--- config.mk ---
export PLATFORM = sky130hd
export DESIGN_NAME = servo_pan_ctrl
export DESIGN_NICKNAME = d
export VERILOG_FILES = /design/src/rtl/servo_pan_pkg.sv /design/src/rtl/pan_frame_timer.sv /design/src/rtl/pan_dwell_seq.sv /design/src/rtl/pan_pulse_gen.sv /design/src/rtl/servo_pan_ctrl.sv
export SDC_FILE = /design/constraint.sdc
export NUM_CORES = 1
export LEC_CHECK = 0
export CAP_MARGIN = 15
export CORE_MARGIN = 8
export CORE_UTILIZATION = 45
export CTS_BUF_LIST = sky130_fd_sc_hd__clkbuf_16
export DETAILED_ROUTE_END_ITERATION = 12
export MAX_ROUTING_LAYER = met4
export SLEW_MARGIN = 25
export SYNTH_ARGS = -nofsm -noshare
export SYNTH_HDL_FRONTEND = slang
export SYNTH_SLANG_ARGS = --single-unit
--- constraint.sdc ---
create_clock -name clk -period 5.4 [get_ports clk]
set_input_delay 1.08 -clock clk [delete_from_list [all_inputs] [get_ports clk]]
set_output_delay 1.08 -clock clk [all_outputs]
set_load 0.05 [all_outputs]
--- src/rtl/servo_pan_pkg.sv ---
package servo_pan_pkg;

    // Sequencer states
    typedef enum logic [1:0] {
        PAN_DWELL = 2'd0,
        PAN_STEP  = 2'd1,
        PAN_WRAP  = 2'd2
    } pan_state_e;

    // High time in clock cycles for a given angle: one millisecond plus the
    // angle's share of a further millisecond, truncated.
    function automatic longint pan_width_cycles(input longint clk_hz,
                                                input longint angle_deg,
                                                input longint max_deg);
        longint one_ms;
        one_ms = clk_hz / 64'd1000;
        return one_ms + (angle_deg * one_ms) / max_deg;
    endfunction

endpackage

--- src/rtl/pan_frame_timer.sv ---
module pan_frame_timer #(
    parameter int FRAME_CYC = 2000000,
    parameter int CNT_W     = 21
) (
    input  logic             clk,
    input  logic             rst,
    output logic [CNT_W-1:0] fcnt,
    output logic             frame_last
);

    localparam logic [CNT_W-1:0] LAST_CNT = CNT_W'(FRAME_CYC - 1);

    logic rst_q;
    logic rst_rise;

    // Reset restarts the frame once on assertion; frames keep running while
    // reset is held so the servo still receives its zero-degree pulse.
    always_ff @(posedge clk) begin
        rst_q <= rst;
    end

    assign rst_rise   = rst && !rst_q;
    assign frame_last = (fcnt >= LAST_CNT);

    always_ff @(posedge clk) begin
        if (rst_rise || frame_last) begin
            fcnt <= '0;
        end else begin
            fcnt <= fcnt + 1'b1;
        end
    end


    fcnt_bound_chk: assert property (@(posedge clk) disable iff (rst)
        frame_last |=> (fcnt == '0));

endmodule

--- src/rtl/pan_dwell_seq.sv ---
module pan_dwell_seq
    import servo_pan_pkg::*;
#(
    parameter int HOLD_CYC = 499999999,
    parameter int STEP_DEG = 30,
    parameter int NPOS     = 7,
    parameter int ANG_W    = 8,
    parameter int POS_W    = 3,
    parameter int TMR_W    = 29
) (
    input  logic             clk,
    input  logic             rst,
    input  logic             en,
    output logic [POS_W-1:0] pos,
    output logic [ANG_W-1:0] angle
);

    localparam logic [POS_W-1:0] LAST_POS = POS_W'(NPOS - 1);
    localparam logic [TMR_W-1:0] TMR_END  = TMR_W'(HOLD_CYC - 1);
    localparam logic [ANG_W-1:0] STEP_A   = ANG_W'(STEP_DEG);
    localparam logic [ANG_W-1:0] END_A    = ANG_W'((NPOS - 1) * STEP_DEG);

    pan_state_e       st;
    pan_state_e       st_n;
    logic [TMR_W-1:0] tmr;
    logic             dwell_done;

    assign dwell_done = (tmr == TMR_END);

    // State register
    always_ff @(posedge clk) begin
        if (rst) begin
            st <= PAN_DWELL;
        end else if (en) begin
            st <= st_n;
        end
    end

    // Transitions: advance / wrap out of PAN_DWELL, settle back into it
    always_comb begin
        st_n = st;
        unique case (st)
            PAN_DWELL: begin
                if (dwell_done) begin
                    st_n = (pos == LAST_POS) ? PAN_WRAP : PAN_STEP;
                end
            end
            PAN_STEP:  st_n = PAN_DWELL;
            PAN_WRAP:  st_n = PAN_DWELL;
            default:   st_n = PAN_DWELL;
        endcase
    end

    // Outputs: dwell count, position index and commanded angle
    always_ff @(posedge clk) begin
        if (rst) begin
            tmr   <= '0;
            pos   <= '0;
            angle <= '0;
        end else if (en) begin
            unique case (st)
                PAN_DWELL: begin
                    tmr <= dwell_done ? '0 : tmr + 1'b1;
                end
                PAN_STEP: begin
                    pos   <= pos + 1'b1;
                    angle <= angle + STEP_A;
                end
                PAN_WRAP: begin
                    pos   <= '0;
                    angle <= '0;
                end
                default: begin
                    tmr <= '0;
                end
            endcase
        end
    end


    step_size_chk: assert property (@(posedge clk) disable iff (rst)
        (angle != $past(angle)) |->
            ((angle == $past(angle) + STEP_A) || (angle == '0)));


    wrap_from_end_chk: assert property (@(posedge clk) disable iff (rst)
        ((angle == '0) && ($past(angle) != '0)) |-> ($past(pos) == LAST_POS));


    rst_clear_chk: assert property (@(posedge clk)
        rst |=> ((angle == '0) && (pos == '0) && (tmr == '0)));


    freeze_chk: assert property (@(posedge clk) disable iff (rst)
        !en |=> ($stable(angle) && $stable(tmr) && $stable(pos)));


    angle_range_chk: assert property (@(posedge clk) disable iff (rst)
        angle <= END_A);

endmodule

--- src/rtl/pan_pulse_gen.sv ---
module pan_pulse_gen
    import servo_pan_pkg::*;
#(
    parameter int CLK_HZ   = 100000000,
    parameter int STEP_DEG = 30,
    parameter int MAX_DEG  = 180,
    parameter int NPOS     = 7,
    parameter int POS_W    = 3,
    parameter int CNT_W    = 21
) (
    input  logic             clk,
    input  logic             rst,
    input  logic [POS_W-1:0] pos,
    input  logic [CNT_W-1:0] fcnt,
    input  logic             frame_last,
    output logic             pwm
);

    localparam int TAB_N = 1 << POS_W;
    localparam logic [CNT_W-1:0] MAX_W =
        CNT_W'(pan_width_cycles(longint'(CLK_HZ), longint'(MAX_DEG), longint'(MAX_DEG)));

    logic [CNT_W-1:0] w_tab [TAB_N];
    logic [CNT_W-1:0] lat_w;

    // One constant width per reachable position; unused codes repeat the end.
    for (genvar g = 0; g < TAB_N; g++) begin : g_wtab
        localparam int POS_G = (g < NPOS) ? g : (NPOS - 1);
        localparam longint W_G =
            pan_width_cycles(longint'(CLK_HZ), longint'(POS_G * STEP_DEG), longint'(MAX_DEG));
        assign w_tab[g] = CNT_W'(W_G);
    end

    // Width is taken only on the last cycle of a frame, so it governs the
    // whole next frame.
    always_ff @(posedge clk) begin
        if (rst) begin
            lat_w <= w_tab[0];
        end else if (frame_last) begin
            lat_w <= w_tab[pos];
        end
    end

    assign pwm = (fcnt < lat_w);


    pwm_rise_chk: assert property (@(posedge clk) disable iff (rst)
        $rose(pwm) |-> (fcnt == '0));


    width_hold_chk: assert property (@(posedge clk) disable iff (rst)
        !frame_last |=> $stable(lat_w));


    pulse_max_chk: assert property (@(posedge clk) disable iff (rst)
        (fcnt >= MAX_W) |-> !pwm);

endmodule

--- src/rtl/servo_pan_ctrl.sv ---
module servo_pan_ctrl #(
    parameter int CLK_HZ   = 100000000,
    parameter int FRAME_HZ = 50,
    parameter int STEP_DEG = 30,
    parameter int MAX_DEG  = 180,
    parameter int DWELL_MS = 5000
) (
    input  logic                         clk,
    input  logic                         rst,
    input  logic                         en,
    output logic                         pwm_out,
    output logic [$clog2(MAX_DEG+1)-1:0] angle_out
);

    localparam int     ANG_W     = $clog2(MAX_DEG + 1);
    localparam int     FRAME_CYC = CLK_HZ / FRAME_HZ;
    localparam int     CNT_W     = $clog2(FRAME_CYC);
    localparam longint DWELL_L   = (longint'(CLK_HZ) * longint'(DWELL_MS)) / 64'd1000;
    localparam int     DWELL_CYC = int'(DWELL_L);
    localparam int     HOLD_CYC  = DWELL_CYC - 1;
    localparam int     TMR_W     = $clog2(DWELL_CYC);
    localparam int     NPOS      = MAX_DEG / STEP_DEG + 1;
    localparam int     POS_W     = (NPOS > 1) ? $clog2(NPOS) : 1;

    logic [CNT_W-1:0] fcnt;
    logic             frame_last;
    logic [POS_W-1:0] pos;
    logic [ANG_W-1:0] angle;

    pan_frame_timer #(
        .FRAME_CYC (FRAME_CYC),
        .CNT_W     (CNT_W)
    ) u_frame (
        .clk        (clk),
        .rst        (rst),
        .fcnt       (fcnt),
        .frame_last (frame_last)
    );

    pan_dwell_seq #(
        .HOLD_CYC (HOLD_CYC),
        .STEP_DEG (STEP_DEG),
        .NPOS     (NPOS),
        .ANG_W    (ANG_W),
        .POS_W    (POS_W),
        .TMR_W    (TMR_W)
    ) u_seq (
        .clk   (clk),
        .rst   (rst),
        .en    (en),
        .pos   (pos),
        .angle (angle)
    );

    pan_pulse_gen #(
        .CLK_HZ   (CLK_HZ),
        .STEP_DEG (STEP_DEG),
        .MAX_DEG  (MAX_DEG),
        .NPOS     (NPOS),
        .POS_W    (POS_W),
        .CNT_W    (CNT_W)
    ) u_pulse (
        .clk        (clk),
        .rst        (rst),
        .pos        (pos),
        .fcnt       (fcnt),
        .frame_last (frame_last),
        .pwm        (pwm_out)
    );

    assign angle_out = angle;

endmodule

==> impl_metrics.ini <==
[synth]
synth_top_area_share_pct = 37.7
netlist_area_um2 = 4040
synth-seq-cells = 76
synthesis.nets = 501
ys_types = 46
synth_compound_area_share_pct = 5.70
synth-xor-area-share_pct = 11.7
netlist_instances = 468
synth_area_leaders = dfxtp_1 38%, ha_1 9.3%, xor2_1 8.0%
synthAdderAreaFrac_pct = 9.30
synthFlopType = dfxtp_1
synthSimpleGateAreaFrac_pct = 26.1
synthArstFlopShare_pct = 0
yosysSeqAreaShare_pct = 37.7
synth_warnings = 0
synth_top_family_by_area = simple AND/OR/NAND/NOR gates
synth_edf_count = 0
synth_area_per_cell_um2 = 8.62
synth.mux.area_fraction_pct = 4.87
synth_top_cell_by_area = dfxtp_1

[setup_path]
cp_max_fo = 6
cpMaxStageDelayCell = clkdlybuf4s50_1
critPathArrivalTime_ps = 2940
reg2regPathDepth = 6
worstSetupPathType = flop to output port
crit_chain = ha_1, a21o_1, a211o_1, a221oi_1, o21ai_0, a21oi_1, clkdlybuf4s50_1
crit_path_start_kind = flop
required_ps = 4320
cpPeakStageDelay_ps = 830
end_kind = output port

[die]
rows = 34
die_height_um = 111
coreArea_um2 = 8720
dieArea_um2 = 12300
start_util_pct = 46.3
die_width_um = 111
ioPinCount = 12

[power_and_ir_drop]
seqPwrFrac_pct = 47.3
leakagePower_uw = 0.00179
p_int_uw = 959
p_sw_share_pct = 23.6
clkPwrFrac_pct = 47.1
power_switching_uw = 295
peakVddDrop_mv = 0.171
powerDensity_nw_per_um2 = 278
comb_power_share_pct = 5.6

[place]
dpl.hpwl_mm = 5.53
io_buffers = 10
gp_congestion = 0.803
dpl_cell_area_um2 = 4210

[clock_network]
path_clk_slew_ps = 60
root_buffer = clkbuf_16
cts.htree.levels = 3
cts_tree = yes
cts_hold_buf = 0
clk_latency_ps = 330
cts.sinks = 76
cts_buffer_depth = 2
ctsResizeCount = 0
cts_made_buffers = 9
cts_setup_buffers = 0

[run]
max_cap_violations = 0

[global_routing]
grt_overflow = 0
grt_pass1_wl_mm = 13.5
grt_pass1_vias = 2947
grt_antenna_before_repair = 0
grt_start_max_net_pins = 32
grt_use_total_pct = 13.1

[sta]
fin_setup_tns_ps = 0
maxSlewViolCount = 0
fin_crit_sh_pct = 74.5
slew_headroom_pct = 41.8
hold_viol_final = 0
finalSetupViolCount = 0
clock.fmax_mhz = 249
rsz0062_at_grt = false
whs_ps = 466
fin_skew_ps = 7.14
min_period_ps = 4020
worst_pin_slew_ps = 865

[detailed_routing]
vias = 3121
drt-initial-drc-count = 129
post_drt_wl_per_cell_um = 13.3
ant_nets = 0
dr.pass1.iters = 4
vias_per_cell = 5.31
drc = 0
wl_mm = 7.83

[layout]
syn2layout_area_growth_pct = 11.8
layout_commonest_cell = dfxtp_1
drive_above_1_share_pct = 5.42
fin_nets = 508
layout_common_cells = 76 x dfxtp_1, 69 x nor2_1, 37 x xor2_1
design_area_um2 = 4510
num_antenna_cells = 0

[outcome]
status = finished clean

[min_path]
hold_path.class = flop to flop
hold_depth = 2
Yosys cell counts, types with 3 or more instances:
library cell	count
xnor2_1	17
and3_1	7
nand4b_1	4
a21oi_1	11
nor2_1	69
a21o_1	4
nor4_1	7
xor2_1	37
nand3_1	22
inv_1	25
nor2b_1	3
o21ai_0	4
clkbuf_1	10
mux2_2	5
a211oi_1	3
nand2_1	34
nor3_1	28
ha_1	30
mux2i_1	14
and4_1	3
or4_1	4
dfxtp_1	76
nor3b_1	3
nand4_1	20
stage by stage:
| stage | utilization (%) | total power [uW] | instances | setup slack [ps] |
|---|---|---|---|---|
| after floorplan | - | 658 | 468 | 2130 |
| after global placement | 48.3 | 673 | 572 | 1770 |
| after detailed placement | 48.3 | 677 | 572 | 1710 |
| after CTS | 51.6 | 1270 | 588 | 1370 |
| after global routing | 51.8 | 1310 | 588 | 1280 |
| final | 51.8 | 1250 | 588 | 1380 |
per-layer routing:
layer	vias to the layer above	part of all wire (%)	global-route usage, %
li1	1631	-	-
met1	1453	51	15.8
met2	26	46	20.8
met3	11	1.9	3.25
met4	0	1.5	4.14
met5	-	0	-
flip-flops by register name, indices dropped and copies added (netlist names):
register       cells
u_frame.rst_q      1
u_pulse.lat_w     13
u_frame.fcnt      21
u_seq.angle        7
u_seq.st           2
u_seq.pos          3
u_seq.tmr         29
critical path, delay by kind of cell, from the launching register on:
| kind | cells | cell delay [ps] |
|---|---|---|
| buffers and inverters | 1 | 830 |
| DFF | 1 | 440 |
| AOI/OAI and AO/OA | 5 | 1050 |
| adders and majority gates | 1 | 290 |
final timing paths:
kind / start / to / slack (ps)
max: u_frame.fcnt[10] / pwm_out / 1380
min reg2reg: u_pulse.lat_w[8] / u_pulse.lat_w[8] / 470
max reg2reg: u_frame.fcnt[0] / u_pulse.lat_w[11] / 2720
min: u_pulse.lat_w[8] / u_pulse.lat_w[8] / 470
cell families (layout without fill, tap and decap cells):
logic type               Yosys count  in the layout
AND/OR/NAND/NOR                  213            213
AO/OA/AOI/OAI                     32             32
other                              1              1
XOR/XNOR                          54             54
buffers and inverters             43             55
adder cells (fa/ha/maj)           30             30
multiplexers                      19             19
flip-flops                        76             76
final cells by class:
cell class | count | area (um2)
multi-input combinational | 349 | 2340
sequential | 76 | 1520
tap | 108 | 135
timing repair buffer | 13 | 123
fill | 816 | 4210
clock inverter | 7 | 68.8
clock buffer | 9 | 225
inverter | 26 | 97.6
power by group through the flow:
| stage | clock, uW | sequential (uW) | combinational (uW) |
|---|---|---|---|
| floorplan | 0 | 600 | 57.7 |
| global placement | 0 | 606 | 68.0 |
| detailed placement | 0 | 606 | 71.3 |
| CTS | 609 | 593 | 71.5 |
| global route | 630 | 596 | 80.4 |
| finish | 591 | 593 | 70.1 |
Note: power is estimated with default switching activity, not from simulation.
